$ cat config.mk
export PLATFORM = sky130hd
export DESIGN_NAME = sd_window_detector
export DESIGN_NICKNAME = d
export VERILOG_FILES = /design/src/rtl/sdw_pkg.sv /design/src/rtl/sdw_regfile.sv /design/src/rtl/sdw_window_timer.sv /design/src/rtl/sdw_err_accum.sv /design/src/rtl/sd_window_detector.sv
export SDC_FILE = /design/constraint.sdc
export NUM_CORES = 1
export LEC_CHECK = 0
export ABC_AREA = 1
export ABC_CLOCK_PERIOD_IN_PS = 11190
export BUFFER_PORTS_ARGS = -buffer_cell sky130_fd_sc_hd__buf_2
export CORE_AREA = 2 2 125 127
export CTS_BUF_LIST = sky130_fd_sc_hd__clkbuf_16
export CTS_CLUSTER_SIZE = 40
export DETAILED_ROUTE_END_ITERATION = 12
export DIE_AREA = 0 0 127 129
export MAX_ROUTING_LAYER = met4
export PLACE_DENSITY = 0.59
export SYNTH_ARGS = -nofsm -noshare
export SYNTH_HDL_FRONTEND = slang
export SYNTH_SLANG_ARGS = --single-unit
$ cat constraint.sdc
create_clock -name clk -period 11.19 [get_ports clk]
set_clock_uncertainty 0.05 [all_clocks]
set_input_delay 1.119 -clock clk [delete_from_list [all_inputs] [get_ports clk]]
set_output_delay 1.119 -clock clk [all_outputs]
set_load 0.01 [all_outputs]
$ cat src/rtl/sdw_pkg.sv
package sdw_pkg;
  localparam int BYTE_W      = 8;
  localparam int FIELD_BYTES = 3;
  localparam int FIELD_W     = BYTE_W * FIELD_BYTES;
  localparam int ERR_W       = 8;
  localparam int ADDR_W      = 12;
  localparam logic [ADDR_W-1:0] WIN_BASE = 12'h23D;
  localparam logic [ADDR_W-1:0] THR_BASE = 12'h240;

  // Saturating add of a frame error count into the window sum.
  function automatic logic [FIELD_W-1:0] sat_add(input logic [FIELD_W-1:0] acc,
                                                 input logic [ERR_W-1:0]   inc);
    logic [FIELD_W:0] wide;
    wide = {1'b0, acc} + {{(FIELD_W+1-ERR_W){1'b0}}, inc};
    return wide[FIELD_W] ? {FIELD_W{1'b1}} : wide[FIELD_W-1:0];
  endfunction

  // Degrade decision: strictly greater than the threshold.
  function automatic logic degrade(input logic [FIELD_W-1:0] sum,
                                   input logic [FIELD_W-1:0] thr);
    return sum > thr;
  endfunction
endpackage

$ cat src/rtl/sdw_regfile.sv
module sdw_regfile
  import sdw_pkg::*;
(
  input  logic              clk,
  input  logic              rst_n,
  input  logic              wr_en,
  input  logic [ADDR_W-1:0] addr,
  input  logic [BYTE_W-1:0] wdata,
  output logic [BYTE_W-1:0] rdata,
  output logic [FIELD_W-1:0] win_len,
  output logic [FIELD_W-1:0] thr,
  output logic              cfg_write
);
  logic [FIELD_BYTES-1:0] win_hit, thr_hit;

  // Byte k holds field bits [8k+7:8k]; the most significant byte sits at the base.
  for (genvar k = 0; k < FIELD_BYTES; k++) begin : g_byte
    assign win_hit[k] = (addr == WIN_BASE + ADDR_W'(FIELD_BYTES - 1 - k));
    assign thr_hit[k] = (addr == THR_BASE + ADDR_W'(FIELD_BYTES - 1 - k));

    always_ff @(posedge clk) begin
      if (!rst_n) begin
        win_len[k*BYTE_W +: BYTE_W] <= '0;
        thr[k*BYTE_W +: BYTE_W]     <= '0;
      end else if (wr_en) begin
        if (win_hit[k]) win_len[k*BYTE_W +: BYTE_W] <= wdata;
        if (thr_hit[k]) thr[k*BYTE_W +: BYTE_W]     <= wdata;
      end
    end
  end

  assign cfg_write = wr_en && ((|win_hit) || (|thr_hit));

  always_comb begin
    rdata = '0;
    for (int k = 0; k < FIELD_BYTES; k++) begin
      if (win_hit[k]) rdata = win_len[k*BYTE_W +: BYTE_W];
      if (thr_hit[k]) rdata = thr[k*BYTE_W +: BYTE_W];
    end
  end
endmodule

$ cat src/rtl/sdw_window_timer.sv
module sdw_window_timer
  import sdw_pkg::*;
(
  input  logic               clk,
  input  logic               rst_n,
  input  logic [FIELD_W-1:0] win_len,
  input  logic               restart,
  input  logic               ms_tick,
  output logic               enabled,
  output logic               window_close,
  output logic [FIELD_W-1:0] ms_cnt
);
  logic last_ms;

  assign enabled      = |win_len;
  assign last_ms      = (ms_cnt == win_len - 1'b1);
  assign window_close = enabled && !restart && ms_tick && last_ms;

  always_ff @(posedge clk) begin
    if (!rst_n)                   ms_cnt <= '0;
    else if (restart || !enabled) ms_cnt <= '0;
    else if (ms_tick)             ms_cnt <= last_ms ? '0 : ms_cnt + 1'b1;
  end
endmodule

$ cat src/rtl/sdw_err_accum.sv
module sdw_err_accum
  import sdw_pkg::*;
(
  input  logic               clk,
  input  logic               rst_n,
  input  logic               clear,
  input  logic               window_close,
  input  logic               err_valid,
  input  logic [ERR_W-1:0]   err_count,
  output logic [FIELD_W-1:0] closing_sum,
  output logic [FIELD_W-1:0] sum_q
);
  // The current frame's count is included, so a count arriving with the closing tick is judged.
  assign closing_sum = sat_add(sum_q, err_valid ? err_count : '0);

  always_ff @(posedge clk) begin
    if (!rst_n)                     sum_q <= '0;
    else if (clear || window_close) sum_q <= '0;
    else                            sum_q <= closing_sum;
  end
endmodule

$ cat src/rtl/sd_window_detector.sv
module sd_window_detector
  import sdw_pkg::*;
(
  input  logic              clk,
  input  logic              rst_n,
  input  logic              reg_wr_en,
  input  logic [ADDR_W-1:0] reg_addr,
  input  logic [BYTE_W-1:0] reg_wdata,
  output logic [BYTE_W-1:0] reg_rdata,
  input  logic              ms_tick,
  input  logic              err_valid,
  input  logic [ERR_W-1:0]  err_count,
  output logic              sd_flag
);
  logic [FIELD_W-1:0] win_len, thr, ms_cnt, closing_sum, sum_q;
  logic               cfg_write, enabled, window_close;

  sdw_regfile u_regs (
    .clk(clk), .rst_n(rst_n), .wr_en(reg_wr_en), .addr(reg_addr),
    .wdata(reg_wdata), .rdata(reg_rdata), .win_len(win_len), .thr(thr),
    .cfg_write(cfg_write)
  );

  sdw_window_timer u_timer (
    .clk(clk), .rst_n(rst_n), .win_len(win_len), .restart(cfg_write),
    .ms_tick(ms_tick), .enabled(enabled), .window_close(window_close),
    .ms_cnt(ms_cnt)
  );

  sdw_err_accum u_accum (
    .clk(clk), .rst_n(rst_n), .clear(cfg_write || !enabled),
    .window_close(window_close), .err_valid(err_valid), .err_count(err_count),
    .closing_sum(closing_sum), .sum_q(sum_q)
  );

  always_ff @(posedge clk) begin
    if (!rst_n)            sd_flag <= 1'b0;
    else if (!enabled)     sd_flag <= 1'b0;
    else if (window_close) sd_flag <= degrade(closing_sum, thr);
  end
endmodule

==> summary.md <==
| Metric | Value |
|---|---|
| Drt wl/cell | 15.0 um |
| Detail Route Antenna Nets | 0 |
| Synth Area in Simple Gates | 0.291 |
| Reg clk slew, reported paths | ~0.070 ns |
| Vias | 6417 |
| Synthesis Warnings | 0 |
| Switching power | 0.160 mW |
| Critical path arrival | 5.09 ns |
| Async S/R FF share, synth | 0 |
| Max Clk Rate | 0.204 GHz |
| Layout Cells excl Fill | 1226 |
| Pin count of the biggest net entering global routing | 50 |
| EDFF count, synth | 0 |
| Reg2reg path depth | 24 |
| CP Class | in2reg |
| GRT overflow | 0 |
| Core Box Area | 15000 um^2 |
| Number of global-route vias before repair | 6040 |
| Hold Path Depth | 2 |
| Layout Nets | 1102 |
| DRT iter0 DRCs | slightly above 400 |
| XOR/XNOR share of the synthesized area | 0.0576 |
| Placed Instances | 1210 |
| Most frequent CP cell | nand2_1 |
| Total power draw | 0.688 mW |
| R2R Setup Slk | between 6 and 7 ns |
| Net Count, Synth | between 1000 and 1500 |
| RSZ-0062 raised after global routing | false |
| Worst Hold End | u_regs.thr[16] |
| Hold Path Origin | u_regs.thr[16] |
| FF-to-FF End | sd_flag |
| Crit start category | input port |
| Leading cell type in the layout, fill and taps excluded | nand2_1 |
| Synth Area in Compound Gates | 0.180 |
| Static Leakage | roughly 3.6 nW |
| CP Max Fanout | 21 |
| # resized after CTS | 0 |
| First-pass GRT wire length | 30200 um |
| Adder-Cell Fraction of Synth Area | 0.0685 |
| Bufs and invs on worst path | 4 |
| Max incr delay on CP | 0.69 ns |
| Worst reg2reg startpoint | u_accum.sum_q[0] |
| Num CTS Buffers | 9 |
| Hold crit path type | reg2reg |
| Post-route setup slack | 6.29 ns |
| Clock H-tree levels | 3 |
| DP Worst Slack | 5.95 ns |
| Hpwl dp | 14400 um |
| Max_cap viols | 0 |
| Multi-input gate area | 4000 um^2 |
| Fill cells | 1595 |
| Post-Syn Area per Cell | between 6 and 7 um^2 |
| Clk pwr share | 0.453 |
| Drt first pass iters | 5 |
| Die Y | ~130 um |
| Antenna fix cells | 0 |
| Slew headroom | 0.340 |
| CP endpoint kind | register |
| Final instance area | 7280 um^2 |
| Die width | 127 um |
| Post-synthesis sequential area ratio | 0.290 |
| Outcome | completed |
| Pins Over Slew Limit | 0 |
| Syn Inst Count | roughly 1000 |
| Worst Path Required | 11.39 ns |
| Clock latency on the worst-skew pair | ~0.35 ns |
| Mapped Area | 6690 um^2 |
| P&R area growth vs syn | 8.93% |
| Comb pwr share | 0.045 |
| Placed Area | 6990 um^2 |
| Die ar. | 16400 um^2 |
| Period Utilization, post-route | 0.438 |
| Clock Path Buffers | 2 |
| Initial Utilization | 0.446 |
| Most frequent cells in the layout | nand2_1, inv_1, a21oi_1, dfxtp_1, nor2_1 |
| Multiplexer share of the synthesized area | 0 |
| GRT Total Usage | 0.239 |
| Pwr Density | 94.5 nW/um^2 |
| Sw Share | 0.233 |
| FP Rows | 45 |
| Routed WL | between 15000 and 20000 um |
| Setup violators final | 0 |
| Share of power burned in registers | 0.502 |
| Internal | about 0.53 mW |
| CTS tree | yes |
| Fraction of layout cells with a size suffix above 1 | 0.0983 |
| I/O pins | 42 |
| Initial antenna violation count | 0 |
| Endpoints failing hold | 0 |
| Sequential cell area | 1940 um^2 |
| Peak supply drop | 0.0767 mV |
| Residual DRC | 0 |
| Vias/cell | approximately 5.2 |
| # port buffers | 41 |
| Setup Buffers After CTS | 0 |
| Hold buffers post-CTS | 0 |
| Primary FF master, synth | dfxtp_1 |
| CP max stage cell | nand2_1 |
| GP Congestion | 0.891 |
| Min Clock Period, post-route | 4.90 ns |
| Worst slew pin tran | 0.986 ns |
| TNS Setup | 0 ns |
| Crit-path leading delay family | simple AND/OR/NAND/NOR gates |
| CTS root buf | clkbuf_16 |
| Largest family of logic cells by synthesized area | simple AND/OR/NAND/NOR gates |
| Synth Register Bits | 97 |
| CTS sink cnt | between 90 and 100 |
| Synth cell types | 49 |
[logic make-up after synthesis]
kind of cell	Yosys count
XOR/XNOR	44
AO/OA/AOI/OAI	221
buffers and inverters	187
AND/OR/NAND/NOR	419
adder cells (fa/ha/maj)	36
flip-flops	97
[how the worst max path moves through the flow]
stage                   start      end  cells after the start
finish              err_valid  sd_flag                     27
global route        err_valid  sd_flag                     27
CTS                 err_valid  sd_flag                     27
detailed placement  err_valid  sd_flag                     27
global placement    err_valid  sd_flag                     27
floorplan           err_valid  sd_flag                     28
[sequential cells by signal, indices dropped and copies added, names as in the netlist]
signal          count
u_accum.sum_q      24
u_regs.win_len     24
u_timer.ms_cnt     24
u_regs.thr         24
sd_flag             1
[final cells by class]
| type | count | share of cell area |
|---|---|---|
| clock buffer | 9 | 0.0309 |
| clock inverter | 7 | 0.00859 |
| inverter | 164 | 0.0845 |
| multi-input combinational | 720 | 0.549 |
| sequential | 97 | 0.267 |
| tap | 188 | 0.0323 |
| timing repair buffer | 41 | 0.0282 |
[layer usage]
metal / track usage / up-vias / wire, um
met5: - / - / 0
met2: 0.392 / 140 / 8480
met4: 0.0983 / 0 / 560
met1: 0.301 / 2912 / 8620
met3: 0.0279 / 30 / 720
li1: - / 3335 / -
[synth_stat cells (8+ instances only)]
cell / number / share of area
clkbuf_1: 9 / 0.0051
nor2_1: 81 / 0.045
dfxtp_1: 97 / 0.29
buf_2: 9 / 0.0067
a21oi_1: 102 / 0.076
inv_1: 156 / 0.088
xnor2_1: 13 / 0.017
nand3_1: 36 / 0.027
nand3b_1: 13 / 0.015
a21oi_2: 10 / 0.013
o22ai_1: 8 / 0.0075
xor2_1: 31 / 0.041
o21ai_0: 80 / 0.060
nand4_1: 28 / 0.026
ha_1: 35 / 0.066
nor3_1: 15 / 0.011
nand2_1: 212 / 0.12
[through the flow]
step,util,hold WS (ns)
detailed placement,0.467,0.458
CTS,0.486,0.468
global route,0.486,0.496
floorplan,-,0.400
global placement,0.467,0.453
finish,0.486,0.465
[power groups by stage]
| stage | combinational, mW | clock (mW) | sequential (mW) |
|---|---|---|---|
| after floorplan | 0.0183 | 0 | 0.353 |
| after global routing | 0.0349 | 0.334 | 0.345 |
| after detailed placement | 0.0311 | 0 | 0.353 |
| final | 0.0313 | 0.312 | 0.345 |
| after CTS | 0.0312 | 0.319 | 0.345 |
| after global placement | 0.0311 | 0 | 0.353 |
[worst register-to-register path: cells and delay by family, from the launching register on]
family	cells	cell delay (ns)
AOI/OAI and AO/OA	3	0.34
adders and majority gates	3	0.91
buffers and inverters	2	0.14
DFF	1	0.31
and+or+nand+nor	16	2.37
(Power assumes the default switching activity.)
